$ cat src/rtl/shram_pkg.sv
package shram_pkg;

  localparam int PAGE_SHIFT = 12;

  typedef enum logic [2:0] {
    ST_IDLE = 3'd0,
    ST_REQ  = 3'd1,
    ST_CYC  = 3'd2,
    ST_ACK  = 3'd3,
    ST_ERR  = 3'd4
  } slv_state_t;

  // single-word A32 data or program access, either privilege
  function automatic logic am_single_a32(input logic [5:0] am);
    return (am[5:3] == 3'b001) && (am[1:0] == 2'b01 || am[1:0] == 2'b10);
  endfunction

  function automatic logic am_super(input logic [5:0] am);
    return am[2];
  endfunction

endpackage

$ cat src/rtl/shram_sync2.sv
module shram_sync2 #(
  parameter int WIDTH = 2
) (
  input  logic             clk,
  input  logic             rst_n,
  input  logic [WIDTH-1:0] async_i,
  output logic [WIDTH-1:0] sync_o
);

  for (genvar g = 0; g < WIDTH; g++) begin : g_bit
    logic meta_q;
    logic sync_q;
    always_ff @(posedge clk or negedge rst_n) begin
      if (!rst_n) begin
        meta_q <= 1'b1;
        sync_q <= 1'b1;
      end else begin
        meta_q <= async_i[g];
        sync_q <= meta_q;
      end
    end
    assign sync_o[g] = sync_q;
  end

endmodule

$ cat src/rtl/shram_win_decode.sv
module shram_win_decode
  import shram_pkg::*;
#(
  parameter int ADDR_W = 32,
  parameter int RAM_AW = 16
) (
  input  logic [ADDR_W-1:0]            addr_i,
  input  logic [5:0]                   am_i,
  input  logic                         write_n_i,
  input  logic [ADDR_W-PAGE_SHIFT-1:0] base_i,
  output logic                         hit_o,
  output logic                         deny_o,
  output logic                         is_write_o,
  output logic                         is_super_o,
  output logic [RAM_AW-1:0]            offset_o
);

  localparam int PAGE_W = ADDR_W - PAGE_SHIFT;
  localparam int RAM_PW = RAM_AW - PAGE_SHIFT;

  logic [PAGE_W-1:0] page_diff;
  logic              in_window;

  always_comb begin
    page_diff  = addr_i[ADDR_W-1:PAGE_SHIFT] - base_i;
    in_window  = (page_diff >> RAM_PW) == '0;
    is_write_o = !write_n_i;
    is_super_o = am_super(am_i);
    hit_o      = in_window && am_single_a32(am_i);
    deny_o     = hit_o && is_write_o && !is_super_o;
    offset_o   = {page_diff[RAM_PW-1:0], addr_i[PAGE_SHIFT-1:0]};
  end

endmodule

$ cat src/rtl/shram_slave_fsm.sv
module shram_slave_fsm
  import shram_pkg::*;
#(
  parameter int DATA_W = 32,
  parameter int RAM_AW = 16
) (
  input  logic              clk,
  input  logic              rst_n,
  input  logic              as_s,
  input  logic              ds_s,
  input  logic              hit_i,
  input  logic              deny_i,
  input  logic              is_write_i,
  input  logic              is_super_i,
  input  logic [RAM_AW-1:0] offset_i,
  input  logic [DATA_W-1:0] wdata_i,
  input  logic              lgnt_i,
  input  logic              lack_i,
  input  logic [DATA_W-1:0] lrdata_i,
  output logic              lreq_o,
  output logic              lcyc_o,
  output logic              lwe_o,
  output logic [RAM_AW-1:0] laddr_o,
  output logic [DATA_W-1:0] lwdata_o,
  output logic              dtack_n_o,
  output logic              berr_n_o,
  output logic [DATA_W-1:0] rdata_o
);

  slv_state_t        state_q, state_d;
  logic              we_q, sup_q;
  logic [RAM_AW-1:0] addr_q;
  logic [DATA_W-1:0] wdata_q, rdata_q;
  logic              start, take_acc, take_rd;

  always_comb begin
    start    = (state_q == ST_IDLE) && !as_s && !ds_s && hit_i;
    take_acc = start && !deny_i;
    take_rd  = (state_q == ST_CYC) && lack_i && !we_q;
    state_d  = state_q;
    unique case (state_q)
      ST_IDLE: if (start) state_d = deny_i ? ST_ERR : ST_REQ;
      ST_REQ:  if (lgnt_i) state_d = ST_CYC;
      ST_CYC:  if (lack_i) state_d = ST_ACK;
      ST_ACK:  if (ds_s) state_d = ST_IDLE;
      ST_ERR:  if (ds_s) state_d = ST_IDLE;
      default: state_d = ST_IDLE;
    endcase
  end

  always_ff @(posedge clk or negedge rst_n) begin
    if (!rst_n) state_q <= ST_IDLE;
    else        state_q <= state_d;
  end

  always_ff @(posedge clk or negedge rst_n) begin
    if (!rst_n) begin
      we_q    <= 1'b0;
      sup_q   <= 1'b0;
      addr_q  <= '0;
      wdata_q <= '0;
    end else if (take_acc) begin
      we_q    <= is_write_i;
      sup_q   <= is_super_i;
      addr_q  <= offset_i;
      wdata_q <= wdata_i;
    end
  end

  always_ff @(posedge clk or negedge rst_n) begin
    if (!rst_n)       rdata_q <= '0;
    else if (take_rd) rdata_q <= lrdata_i;
  end

  always_comb begin
    lreq_o    = (state_q == ST_REQ) || (state_q == ST_CYC);
    lcyc_o    = (state_q == ST_CYC);
    lwe_o     = lcyc_o && we_q;
    laddr_o   = addr_q;
    lwdata_o  = wdata_q;
    dtack_n_o = (state_q != ST_ACK);
    berr_n_o  = (state_q != ST_ERR);
    rdata_o   = rdata_q;
  end

  // local cycle only after grant
  a_r5_cyc_after_grant: assert property (@(posedge clk) disable iff (!rst_n)
    $rose(lcyc_o) |-> $past(lgnt_i)) else $error("R5 cycle without grant");

  // bus handed back on the edge DTACK goes low
  a_r8_release_with_dtack: assert property (@(posedge clk) disable iff (!rst_n)
    $fell(dtack_n_o) |-> ($fell(lreq_o) && $past(lack_i))) else $error("R8 release mismatch");

  // answer is withdrawn only after strobe seen released
  a_r10_hold_until_release: assert property (@(posedge clk) disable iff (!rst_n)
    ($rose(dtack_n_o) || $rose(berr_n_o)) |-> $past(ds_s)) else $error("R10 early release");

  // a denied access never touches the local bus
  a_r4_no_bus_on_berr: assert property (@(posedge clk) disable iff (!rst_n)
    !berr_n_o |-> (!lreq_o && !lcyc_o)) else $error("R4 bus used on error");

  // read data steady while acknowledged
  a_r6_rdata_stable: assert property (@(posedge clk) disable iff (!rst_n)
    (!dtack_n_o && $past(!dtack_n_o)) |-> $stable(rdata_o)) else $error("R6 data moved");

  // only supervisor accesses write memory
  a_r3_write_is_super: assert property (@(posedge clk) disable iff (!rst_n)
    lwe_o |-> sup_q) else $error("R3 user write reached memory");

  // never both answers
  a_r4_single_answer: assert property (@(posedge clk) disable iff (!rst_n)
    $onehot0({!dtack_n_o, !berr_n_o, lcyc_o})) else $error("R4 overlapping answers");

endmodule

$ cat src/rtl/vme_shram_slave.sv
module vme_shram_slave
  import shram_pkg::*;
#(
  parameter int ADDR_W = 32,
  parameter int DATA_W = 32,
  parameter int RAM_AW = 16
) (
  input  logic                         clk,
  input  logic                         rst_n,
  input  logic                         vme_as_n,
  input  logic                         vme_ds_n,
  input  logic                         vme_write_n,
  input  logic [5:0]                   vme_am,
  input  logic [ADDR_W-1:0]            vme_addr,
  input  logic [DATA_W-1:0]            vme_wdata,
  input  logic [ADDR_W-PAGE_SHIFT-1:0] vme_page_base,
  output logic [DATA_W-1:0]            vme_rdata,
  output logic                         vme_dtack_n,
  output logic                         vme_berr_n,
  output logic                         loc_req,
  input  logic                         loc_gnt,
  output logic                         loc_cyc,
  output logic                         loc_we,
  output logic [RAM_AW-1:0]            loc_addr,
  output logic [DATA_W-1:0]            loc_wdata,
  input  logic [DATA_W-1:0]            loc_rdata,
  input  logic                         loc_ack
);

  // reset: asserted at once, released on the clock
  logic rst_meta_q, rst_sync_n;
  always_ff @(posedge clk or negedge rst_n) begin
    if (!rst_n) begin
      rst_meta_q <= 1'b0;
      rst_sync_n <= 1'b0;
    end else begin
      rst_meta_q <= 1'b1;
      rst_sync_n <= rst_meta_q;
    end
  end

  logic [1:0] strb_s;
  shram_sync2 #(.WIDTH(2)) u_sync (
    .clk     (clk),
    .rst_n   (rst_sync_n),
    .async_i ({vme_as_n, vme_ds_n}),
    .sync_o  (strb_s)
  );

  logic              hit, deny, is_write, is_super;
  logic [RAM_AW-1:0] offset;

  shram_win_decode #(.ADDR_W(ADDR_W), .RAM_AW(RAM_AW)) u_dec (
    .addr_i     (vme_addr),
    .am_i       (vme_am),
    .write_n_i  (vme_write_n),
    .base_i     (vme_page_base),
    .hit_o      (hit),
    .deny_o     (deny),
    .is_write_o (is_write),
    .is_super_o (is_super),
    .offset_o   (offset)
  );

  shram_slave_fsm #(.DATA_W(DATA_W), .RAM_AW(RAM_AW)) u_fsm (
    .clk        (clk),
    .rst_n      (rst_sync_n),
    .as_s       (strb_s[1]),
    .ds_s       (strb_s[0]),
    .hit_i      (hit),
    .deny_i     (deny),
    .is_write_i (is_write),
    .is_super_i (is_super),
    .offset_i   (offset),
    .wdata_i    (vme_wdata),
    .lgnt_i     (loc_gnt),
    .lack_i     (loc_ack),
    .lrdata_i   (loc_rdata),
    .lreq_o     (loc_req),
    .lcyc_o     (loc_cyc),
    .lwe_o      (loc_we),
    .laddr_o    (loc_addr),
    .lwdata_o   (loc_wdata),
    .dtack_n_o  (vme_dtack_n),
    .berr_n_o   (vme_berr_n),
    .rdata_o    (vme_rdata)
  );

endmodule

$ cat config.mk
export PLATFORM = sky130hd
export DESIGN_NAME = vme_shram_slave
export DESIGN_NICKNAME = d
export VERILOG_FILES = /design/src/rtl/shram_pkg.sv /design/src/rtl/shram_sync2.sv /design/src/rtl/shram_win_decode.sv /design/src/rtl/shram_slave_fsm.sv /design/src/rtl/vme_shram_slave.sv
export SDC_FILE = /design/constraint.sdc
export NUM_CORES = 1
export LEC_CHECK = 0
export BUFFER_PORTS_ARGS = -buffer_cell sky130_fd_sc_hd__buf_4
export CORE_MARGIN = 3
export CORE_UTILIZATION = 29
export CTS_CLUSTER_SIZE = 16
export DETAILED_ROUTE_END_ITERATION = 8
export HOLD_SLACK_MARGIN = 0.02
export SETUP_SLACK_MARGIN = 0.3
export SLEW_MARGIN = 0
export SYNTH_ARGS = -nofsm -noshare
export SYNTH_HDL_FRONTEND = slang
export SYNTH_SLANG_ARGS = --single-unit
$ cat constraint.sdc
create_clock -name clk -period 7 [get_ports clk]
set_input_delay 0.7 -clock clk [delete_from_list [all_inputs] [get_ports clk]]
set_output_delay 0.7 -clock clk [all_outputs]
set_load 0.03 [all_outputs]
; ---- Word-level counts from Yosys, hierarchy flattened
; Index checks and enable logic that the tools add are counted.
[op_classes]
add_sub_neg = 1
eq_ne = 13
n_mux = 6
n_reduce_logical = 23
[op_table]
columns = operator, n
row1 = 20-bit logical NOT, 1
row2 = 20-bit subtractor, 1
row3 = 3-bit two-way mux, 5
row4 = 3-bit case mux with 4 select lines, 1
row5 = 1-bit logical AND, 11
row6 = 3-bit by 1-bit == test with 1-bit output (second input constant), 2
row7 = 3-bit by 2-bit == test with 1-bit output (second input constant), 2
row8 = 1-bit logical NOT, 6
row9 = 2-bit by 1-bit != test with 1-bit output (second input constant), 3
row10 = 4-bit AND reduction, 1
row11 = 3-bit == test (second input constant), 1
row12 = 3-bit logical NOT, 1
row13 = 3-bit by 2-bit != test with 1-bit output (second input constant), 1
row14 = 3-bit != test (second input constant), 1
row15 = 2-bit by 1-bit == test with 1-bit output (second input constant), 1
row16 = 2-bit == test (second input constant), 1
row17 = 1-bit logical OR, 2
row18 = 2-bit != test (second input constant), 1
row19 = 2-bit OR reduction, 1
[totals]
register_bits = 90
in_bits = 129
out_inout_bits = 85
wordCells = 54

; ---- Depth between registers and ports, before layout
; Gate-level depths: netlist of run 1.
[logic_depth]
word_depth = 9
mapped_depth = 15
mapped_depth_nobuf = 12

; ---- Hierarchy
; Synthesis of run 1 repeated with hierarchy kept, for this count alone.
[unflattened]
hier_cells = 418
area_unflattened_um2 = 5019.8
[by_module_without_submodules]
columns = mod, n_inst, cells_each, area_each_um2, seq_area_each_um2
row1 = shram_slave_fsm, 1, 196, 3422.0, 2102.0
row2 = shram_win_decode, 1, 213, 1423.9, 0.0
row3 = shram_sync2, 1, 6, 120.1, 105.1
row4 = vme_shram_slave, 1, 3, 53.8, 50.0

; ---- Worst setup path after synthesis of run 1
; No wires, ideal clock.
[synth_path]
path_type = in2reg
startpoint = input port vme_addr[12]
endpoint = register u_fsm.addr_q[10], in the netlist u_fsm.laddr_o[10]
setup_time_ns = 0.125
t_arrival_ns = 3.408
setup_slack_ns = 3.467
path_stages = 15
n_path_buf = 3
cell_sequence = inv_1 -> ha_1 -> inv_1 -> fa_1 -> a21o_1 -> a221oi_2 -> o21ai_0 -> xor2_1 -> nor4_1 -> and4b_1 -> and4b_1 -> buf_6 -> buf_12 -> buf_12 -> mux2_4
[synth_between]
elab_chain_len = 7
[synth_lines]
columns = item, line
row1 = from (decl), vme_shram_slave.sv:14  ; input logic [ADDR_W-1:0] vme_addr,
row2 = 20-bit subtractor (*), shram_win_decode.sv:25  ; page_diff = addr_i[ADDR_W-1:PAGE_SHIFT] - base_i;
row3 = 20-bit logical NOT (*), shram_win_decode.sv:26  ; in_window = (page_diff >> RAM_PW) == '0;
row4 = 1-bit logical AND (*), shram_win_decode.sv:29  ; hit_o = in_window && am_single_a32(am_i);
row5 = 1-bit logical AND (2 in a row), shram_win_decode.sv:30  ; deny_o = hit_o && is_write_o && !is_super_o;
row6 = 1-bit logical NOT, shram_slave_fsm.sv:38  ; take_acc = start && !deny_i;
row7 = 1-bit logical AND (*), shram_slave_fsm.sv:38
row8 = to (signal assigned), shram_slave_fsm.sv:65  ; addr_q <= offset_i;
row9 = to (decl), shram_slave_fsm.sv:32  ; logic [RAM_AW-1:0] addr_q;
; Every way passes the cells marked *; elsewhere a longest branch is shown, timed or not.
; A chain may end at the register's enable or synchronous reset.

; ---- Worst setup path after layout of run 1
[layout_path]
startpoint = input port vme_addr[12]
endpoint = register u_fsm.wdata_q[8], in the netlist u_fsm.lwdata_o[8]
[layout_between]
elab_chain_len = 7
[layout_lines]
columns = item, line
row1 = 20-bit subtractor (*), shram_win_decode.sv:25
row2 = 20-bit logical NOT (*), shram_win_decode.sv:26
row3 = 1-bit logical AND (*), shram_win_decode.sv:29
row4 = 1-bit logical AND (2 in a row), shram_win_decode.sv:30
row5 = 1-bit logical NOT, shram_slave_fsm.sv:38
row6 = 1-bit logical AND (*), shram_slave_fsm.sv:38
row7 = to (signal assigned), shram_slave_fsm.sv:66  ; wdata_q <= wdata_i;
row8 = to (decl), shram_slave_fsm.sv:33  ; logic [DATA_W-1:0] wdata_q, rdata_q;
; Marked as above.

==> summary.txt, run 1 <==
Synth
  • Yosys cell types: 64
  • Post-synth ARST share: 100%
  • Mux share of post-synthesis cell area: about a fifth
  • Synthesized flop and latch total: 90
  • Number of synthesized flops with an enable pin: 0
  • Compound-gate portion of the synthesized area: 11.5%
  • Sequential area share after synthesis: 46.0%
  • Post-Synth Adder-Cell Area: 5.25%
  • Post-Synth Simple-Gate Area: 10.7%
  • Main synth FF type: dfrtp_1
  • Mapped Area: 4910 sq um
  • XOR/XNOR share of the synthesized area: 1.61%
  • Largest family of logic cells by synthesized area: multiplexers
  • Avg Cell Area, Syn: about 11 sq um
  • Syn Nets: between 500 and 600
  • Cell count after synthesis: about 430
  • Ys Warns: 0

GRT
  • Largest net degree at the start of global routing: 63
  • GRT overflow: 0
  • Vias in the first global route: 4253
  • Initial antenna violation count: 0
  • Global Route Usage Sum: about 14%
  • First-pass GRT wire length: around 21 mm

Die
  • Die height: 136 um
  • Core ar.: 16200 sq um
  • Die area: roughly 19000 sq um
  • I/O Pins: 214
  • Row count: between 40 and 50
  • Starting Density: 30.2%
  • Chip width: ~140 um

Routing
  • Final ANT Viol Nets: 0
  • Vias: 4100
  • Drt first-iter violations: 215
  • Pre-antenna DRT Iters: 4
  • Drc violations: 0
  • Drt wl/cell: about 16 um
  • Vias/cell: 4.80
  • Post-Route WL: between 10 and 15 mm

STA
  • Final worst path period share: between 50% and 60%
  • Rel. slew slack: 46.9%
  • Clock skew: 0.0111 ns
  • RSZ-0062 raised after global routing: no
  • Worst setup margin: 2.90 ns
  • Tmin final: 4.10 ns
  • Final Hold Fails: 0
  • Final Max Tran Viols: 0
  • Fin Setup TNS: 0 ns
  • # setup viols final: 0
  • Fmax: 244 MHz
  • Pin slew with the least headroom to its limit: 0.797 ns

Placed design
  • Setup slack at placement: 2.56 ns
  • PortBufs: 213
  • Dpl hpwl: between 10 and 15 mm
  • Placed cell areas: 6660 sq um
  • Placer Congestion: 0.858

Clock tree
  • Post-CTS Hold Buffers: 0
  • CTS H-tree lvls: 3
  • Post-CTS setup buffers: 0
  • Post_cts resized: 0
  • Cts bufs inserted: 9
  • Clock Sinks: 90
  • Clock Path Buffers: 2
  • TritonCTS clock tree: built
  • Worst skew pair latency: 0.34 ns
  • Root Buffer Master: clkbuf_16
  • Clock slew at reported path FFs: 0.06 ns

Setup path
  • Critical Path RT: 7.22 ns
  • Crit end category: flip-flop
  • Crit path max fanout: 49
  • Critical path startpoint category: input port
  • WS Path Type: input port to flip-flop
  • Critical Path AT: between 4 and 5 ns

Power and ir drop
  • Switch Pwr: between 0.7 and 0.8 mW
  • Power Dens Cells: 288 nW/um^2
  • Sw Ratio: 34.9%
  • Logic pwr share: 38.1%
  • Sequential share of power: 34.2%
  • Internal: between 1 and 1.5 mW
  • Leakage: 3.52 nW
  • Clk pwr share: 27.6%
  • VDD IR-drop max: 0.220 mV

Final layout
  • Sequential cell area: 2260 sq um
  • Multi-input gate area: 2410 sq um
  • Fin nets: 783
  • Area Overhead vs Synth: 42.8%
  • Fill count: between 1500 and 2000
  • Share of cells above drive strength 1: 51.2%
  • Final Cell Area: roughly 7000 sq um
  • N_diodes: 0

Worst hold path
  • Worst Hold Class: input port to asynchronous set/reset pin

Status
  • Status: completed

Run
  • Max cap viols: 0
## state kept, by name, indices dropped and copies added (netlist names)
signal	flops
rst_meta_q	1
rst_sync_n	1
u_fsm.laddr_o	16
u_fsm.lwdata_o	32
u_fsm.rdata_o	32
u_fsm.state_q	3
u_fsm.we_q	1
u_sync.g_bit.meta_q	2
u_sync.g_bit.sync_q	2
## power by group through the flow
stage                     Combinational, mW  Sequential, mW  Clock, mW
after detailed placement              0.779           0.699          0
after global routing                  0.822           0.706      0.598
after CTS                             0.779           0.692      0.579
final                                 0.770           0.691      0.558
after global placement                0.768           0.695          0
after floorplan                       0.296           0.875          0
## cell usage after synthesis (3+ instances only)
cell | count | share of area, %
or3_1 | 3 | 0.38
a21oi_1 | 21 | 2.1
o211a_1 | 3 | 0.61
nand3b_1 | 4 | 0.61
a21o_1 | 3 | 0.46
mux2_2 | 70 | 16
and4b_1 | 3 | 0.61
inv_1 | 27 | 2.1
dfrtp_1 | 86 | 44
ha_1 | 19 | 4.8
and2_1 | 7 | 0.89
nand2_1 | 21 | 1.6
buf_4 | 4 | 0.61
nor4_1 | 6 | 0.76
o21a_1 | 4 | 0.61
nand4b_1 | 4 | 0.71
nand4_1 | 6 | 0.76
xor2_1 | 4 | 0.71
a211oi_1 | 5 | 0.76
mux2_4 | 10 | 3.1
buf_2 | 3 | 0.31
mux2i_1 | 4 | 0.82
o21ai_1 | 3 | 0.31
clkbuf_1 | 8 | 0.61
o211ai_1 | 3 | 0.46
xnor2_1 | 5 | 0.89
nand2b_1 | 4 | 0.51
dfstp_2 | 4 | 2.1
nand3_1 | 5 | 0.51
o21ai_0 | 15 | 1.5
nor3_1 | 4 | 0.41
nor2_1 | 18 | 1.4
## layer usage
layer  vias up  routed length, um  share of wire (%)  track usage, %
li1       1959                  -                  -               -
met3        15               1080                8.0            4.07
met4         0                231                1.7            4.42
met2       157               6850                 51            24.5
met5         -                  0                  0               0
met1      1969               5220                 39            17.0
## critical path, stage by stage
cell and delay [ns]:
buf_4 0.11, inv_1 0.05, ha_1 0.17, inv_1 0.06
fa_1 0.40, a21o_1 0.22, a221oi_2 0.41, o21ai_0 0.19
xor2_1 0.19, nor4_1 0.37, and4b_1 0.23, and4b_2 0.23
buf_4 0.54, mux2_2 0.42
## final timing paths
path / start / end / slack [ns] / cells past startpoint
max in group asynchronous: rst_sync_n$_DFF_PN0_ / u_fsm.lwdata_o[19]$_DFFE_PN0P_ / 5.65 / 1
worst max register to register: u_fsm.state_q[0]$_DFFE_PN0P_ / u_fsm.lwdata_o[8]$_DFFE_PN0P_ / 3.68 / 9
worst min register to register: rst_sync_n$_DFF_PN0_ / u_fsm.lwdata_o[7]$_DFFE_PN0P_ / 0.22 / 0
worst max-delay path: vme_addr[12] / u_fsm.lwdata_o[8]$_DFFE_PN0P_ / 2.90 / 14
worst min-delay path: rst_n / rst_sync_n$_DFF_PN0_ / 0.13 / 1
min in group clk: rst_meta_q$_DFF_PN0_ / rst_sync_n$_DFF_PN0_ / 0.35 / 0
## kinds of logic (layout without fill, tap and decap cells)
group | Yosys count | count (layout)
XOR/XNOR | 9 | 9
adder cells (fa/ha/maj) | 20 | 20
buffers and inverters | 47 | 259
AND/OR/NAND/NOR | 95 | 95
flip-flops | 90 | 90
AO/OA/AOI/OAI | 81 | 81
multiplexers | 84 | 84
other | 1 | 1
## layout make-up
cell class / count / share of cell area (%)
clock buffer: 9 / 3.21
clock inverter: 7 / 1.75
inverter: 27 / 1.45
multi-input combinational: 290 / 34.4
sequential: 90 / 32.3
tap: 216 / 3.86
timing repair buffer: 216 / 23.1
## stage by stage
stage | util [%] | total power [mW] | hold slack (ns) | cells
2_1_floorplan | - | 1.17 | 0.331 | 427
3_3_place_gp | 41.1 | 1.46 | 0.242 | 839
3_5_place_dp | 41.1 | 1.48 | 0.246 | 839
4_1_cts | 43.2 | 2.05 | 0.111 | 855
5_1_grt | 43.2 | 2.13 | 0.111 | 855
6_report | 43.2 | 2.02 | 0.134 | 855
## cells in the final DEF (no fill, tap or decap), types with 6 or more instances in the layout
cell / instances
a21oi_1: 21
and2_1: 7
buf_4: 216
clkbuf_16: 9
dfrtp_1: 85
ha_1: 19
inv_1: 27
mux2_2: 70
mux2_4: 10
nand2_1: 21
nand4_1: 6
nor2_1: 18
nor4_1: 6
o21ai_0: 15
No activity file was read; power rests on OpenSTA's default activity.
==> inputs of run 2 (changes only) <==
Settings changed: ABC_AREA from default to 1.
Clock period 7 ns to 4 ns, I/O delays scaled along.
==> run 2 against run 1 <==
Compared with the run above: via count rose by 21%; critical path depth rose by 6; largest power group is now sequential cells; final cell count rose by 32%; total power rose by 14%; register-to-register slack got worse by 1.6 ns; largest cell class unchanged; worst setup slack got worse by 1.8 ns; utilization fell by 1.3 points; sequential cell count did not move; sequential share of layout area fell by 1.5 points; global-route usage rose by 0.24 points.
==> summary.txt, run 2 <==
Clock tree
  • Post_cts resized: 0
  • Clock Sinks: 90
  • Clock Path Buffers: 2
  • Cts bufs inserted: 9
  • Clock slew at reported path FFs: 0.07 ns
  • CTS H-tree lvls: 3
  • Worst skew pair latency: ~0.34 ns
  • TritonCTS clock tree: built
  • Root Buffer Master: clkbuf_16

Placed design
  • Placer Congestion: 0.888
  • Dpl hpwl: 11.5 mm
  • PortBufs: ~210
  • Placed cell areas: a little over 7000 sq um
  • Setup slack at placement: ~0.71 ns
  • Dpl cells: roughly 1100

STA
  • Final Hold Fails: 0
  • Fmax: 345 MHz
  • Pin slew with the least headroom to its limit: between 0.9 and 1 ns
  • Final worst path period share: just over 70%
  • Worst setup margin: 1.10 ns
  • Rel. slew slack: 39.6%
  • Clock skew: between 0.006 and 0.007 ns
  • Fin Setup TNS: 0 ns
  • Final Max Tran Viols: 0
  • RSZ-0062 raised after global routing: no
  • # setup viols final: 0
  • Tmin final: 2.90 ns

Die
  • Die height: 141 um
  • Row count: between 40 and 50
  • Chip width: 141 um
  • I/O Pins: between 200 and 250
  • Core ar.: between 15000 and 20000 sq um
  • Starting Density: 29.9%
  • Die area: about 20000 sq um

Setup path
  • Critical Path AT: approximately 3.1 ns
  • Critical Path RT: about 4.2 ns
  • WS Path Type: input port to flip-flop
  • Crit path max fanout: 96
  • Crit end category: flip-flop
  • Critical path startpoint category: input port
  • Reg2Reg Setup Slack: 2.09 ns

Synth
  • Number of synthesized flops with an enable pin: 0
  • Synthesized flop and latch total: 90
  • Synth top area share: approximately two fifths
  • Yosys cell types: 37
  • Area leader, netlist: dfrtp_1
  • Most numerous cell in the Yosys netlist: nand2_1
  • Avg Cell Area, Syn: 7.68 sq um
  • Ys Warns: 0
  • Cell count after synthesis: 684
  • Mapped Area: 5250 sq um
  • Sequential area share after synthesis: 43.0%
  • Commonest cells in the netlist: 189 x nand2_1, 135 x inv_1, 86 x dfrtp_1
  • Post-synth ARST share: 100%
  • Ranking of synthesized cells by area: dfrtp_1 41%, nand2_1 14%, inv_1 9.6%
  • Main synth FF type: dfrtp_1
  • Syn Nets: 833

GRT
  • Initial antenna violation count: 0
  • Vias in the first global route: 4817
  • Global Route Usage Sum: 14.4%
  • GRT overflow: 0
  • Largest net degree at the start of global routing: 97
  • First-pass GRT wire length: 23.2 mm

Final layout
  • N_diodes: 0
  • Area Overhead vs Synth: 40.0%
  • Final Non-Filler Cells: 1128
  • Most frequent cells in the layout: 217 x buf_4, 189 x nand2_1, 135 x inv_1
  • Most common cell after layout, fill and taps aside: buf_4
  • Fill count: 1813
  • Fin nets: 1048
  • Share of cells above drive strength 1: 32.8%
  • Final Cell Area: ~7400 sq um
  • Util after Layout: 41.9%

Routing
  • Drc violations: 0
  • Post-Route WL: about 14 mm
  • Pre-antenna DRT Iters: 5
  • Vias: 4959
  • Final ANT Viol Nets: 0
  • Vias/cell: 4.40
  • Drt first-iter violations: 271
  • Drt wl/cell: approximately 13 um

Status
  • Status: completed

Power and ir drop
  • VDD IR-drop max: 0.165 mV
  • Power Dens Cells: approximately 310 nW/um^2
  • Leakage: 4.26 nW

Worst hold path
  • Worst Hold Class: input port to flip-flop

Run
  • Max cap viols: 0
-- run 2: changes by cell type after synthesis, sizes merged, moves of 6 or more --
| cell | delta |
|---|---|
| a211oi | -7 |
| and2 | -6 |
| inv | +113 |
| mux2 | -48 |
| nand2 | +177 |
| nand3 | +39 |
| nor2 | +31 |
| o21ai | +32 |
-- run 2: through the flow --
stage / hold WS, ns / power (mW)
2_1_floorplan: 0.104 / 1.31
3_5_place_dp: 0.184 / 1.53
3_3_place_gp: 0.183 / 1.53
5_1_grt: 0.152 / 2.45
4_1_cts: 0.148 / 2.34
6_report: 0.165 / 2.29
-- run 2: per-layer routing --
| layer | share of wire (%) | vias to the layer above | GRT usage, % |
|---|---|---|---|
| met1 | 44 | 2200 | 18.2 |
| li1 | - | 2554 | - |
| met4 | 2.8 | 0 | 5.56 |
| met3 | 6.9 | 27 | 2.87 |
| met5 | 0 | - | 0 |
| met2 | 46 | 178 | 24.2 |
-- run 2: cell type report --
cell class	instances	area, sq um	share of cell area [%]
Inverter	140	526	7.15
Sequential cell	90	2260	30.8
Clock inverter	6	48.8	0.664
Clock buffer	9	225	3.06
Timing Repair Buffer	218	1640	22.3
Multi-Input combinational cell	440	2370	32.2
Tap cell	225	282	3.83
-- run 2: timing repair --
item / in CTS / in global routing
setup buffers: 0 / 0
hold endpoints to repair: 2 / 0
hold buffers: 1 / 0
-- run 2: logic make-up after synthesis --
kind of cell               share of synthesized area [%]
buffers and inverters                               11.9
adders and majority gates                           4.91
AOI/OAI and AO/OA                                   6.86
and+or+nand+nor                                     25.9
DFF                                                 43.0
muxes                                               6.86
xor gates and xnor gates                           0.500
other                                             0.0714
-- run 2: final timing paths --
check | startpoint | end | cells past startpoint
max | vme_addr[12] | u_fsm.lwdata_o[5]$_DFFE_PN0P_ | 20
min | vme_as_n | u_sync.g_bit[1].meta_q$_DFF_PN1_ | 1
max reg2reg | u_fsm.state_q[0]$_DFFE_PN0P_ | u_fsm.lwdata_o[5]$_DFFE_PN0P_ | 8
min reg2reg | rst_meta_q$_DFF_PN0_ | rst_sync_n$_DFF_PN0_ | 0
max in group asynchronous | rst_sync_n$_DFF_PN0_ | u_fsm.rdata_o[22]$_DFFE_PN0P_ | 1
min in group asynchronous | rst_n | rst_meta_q$_DFF_PN0_ | 2
-- run 2: worst max-delay path, stage by stage --
cell	delay (ns)
buf_4	0.11
inv_1	0.05
ha_1	0.15
inv_1	0.08
fa_1	0.45
nand3_1	0.14
nand2_1	0.09
nand2_1	0.09
nand2_1	0.07
nand2_1	0.09
nand2_1	0.06
nand2_1	0.06
nand2_1	0.07
inv_1	0.06
nor2_2	0.04
nand3_2	0.08
nor2_4	0.05
nand3_4	0.04
buf_4	0.67
o21ai_0	0.16
-- run 2: power breakdown --
group	switching, mW	leakage (nW)	internal [mW]
registers	0.0236	1.22	0.926
logic	0.329	2.91	0.231
clock network	0.362	0.125	0.424
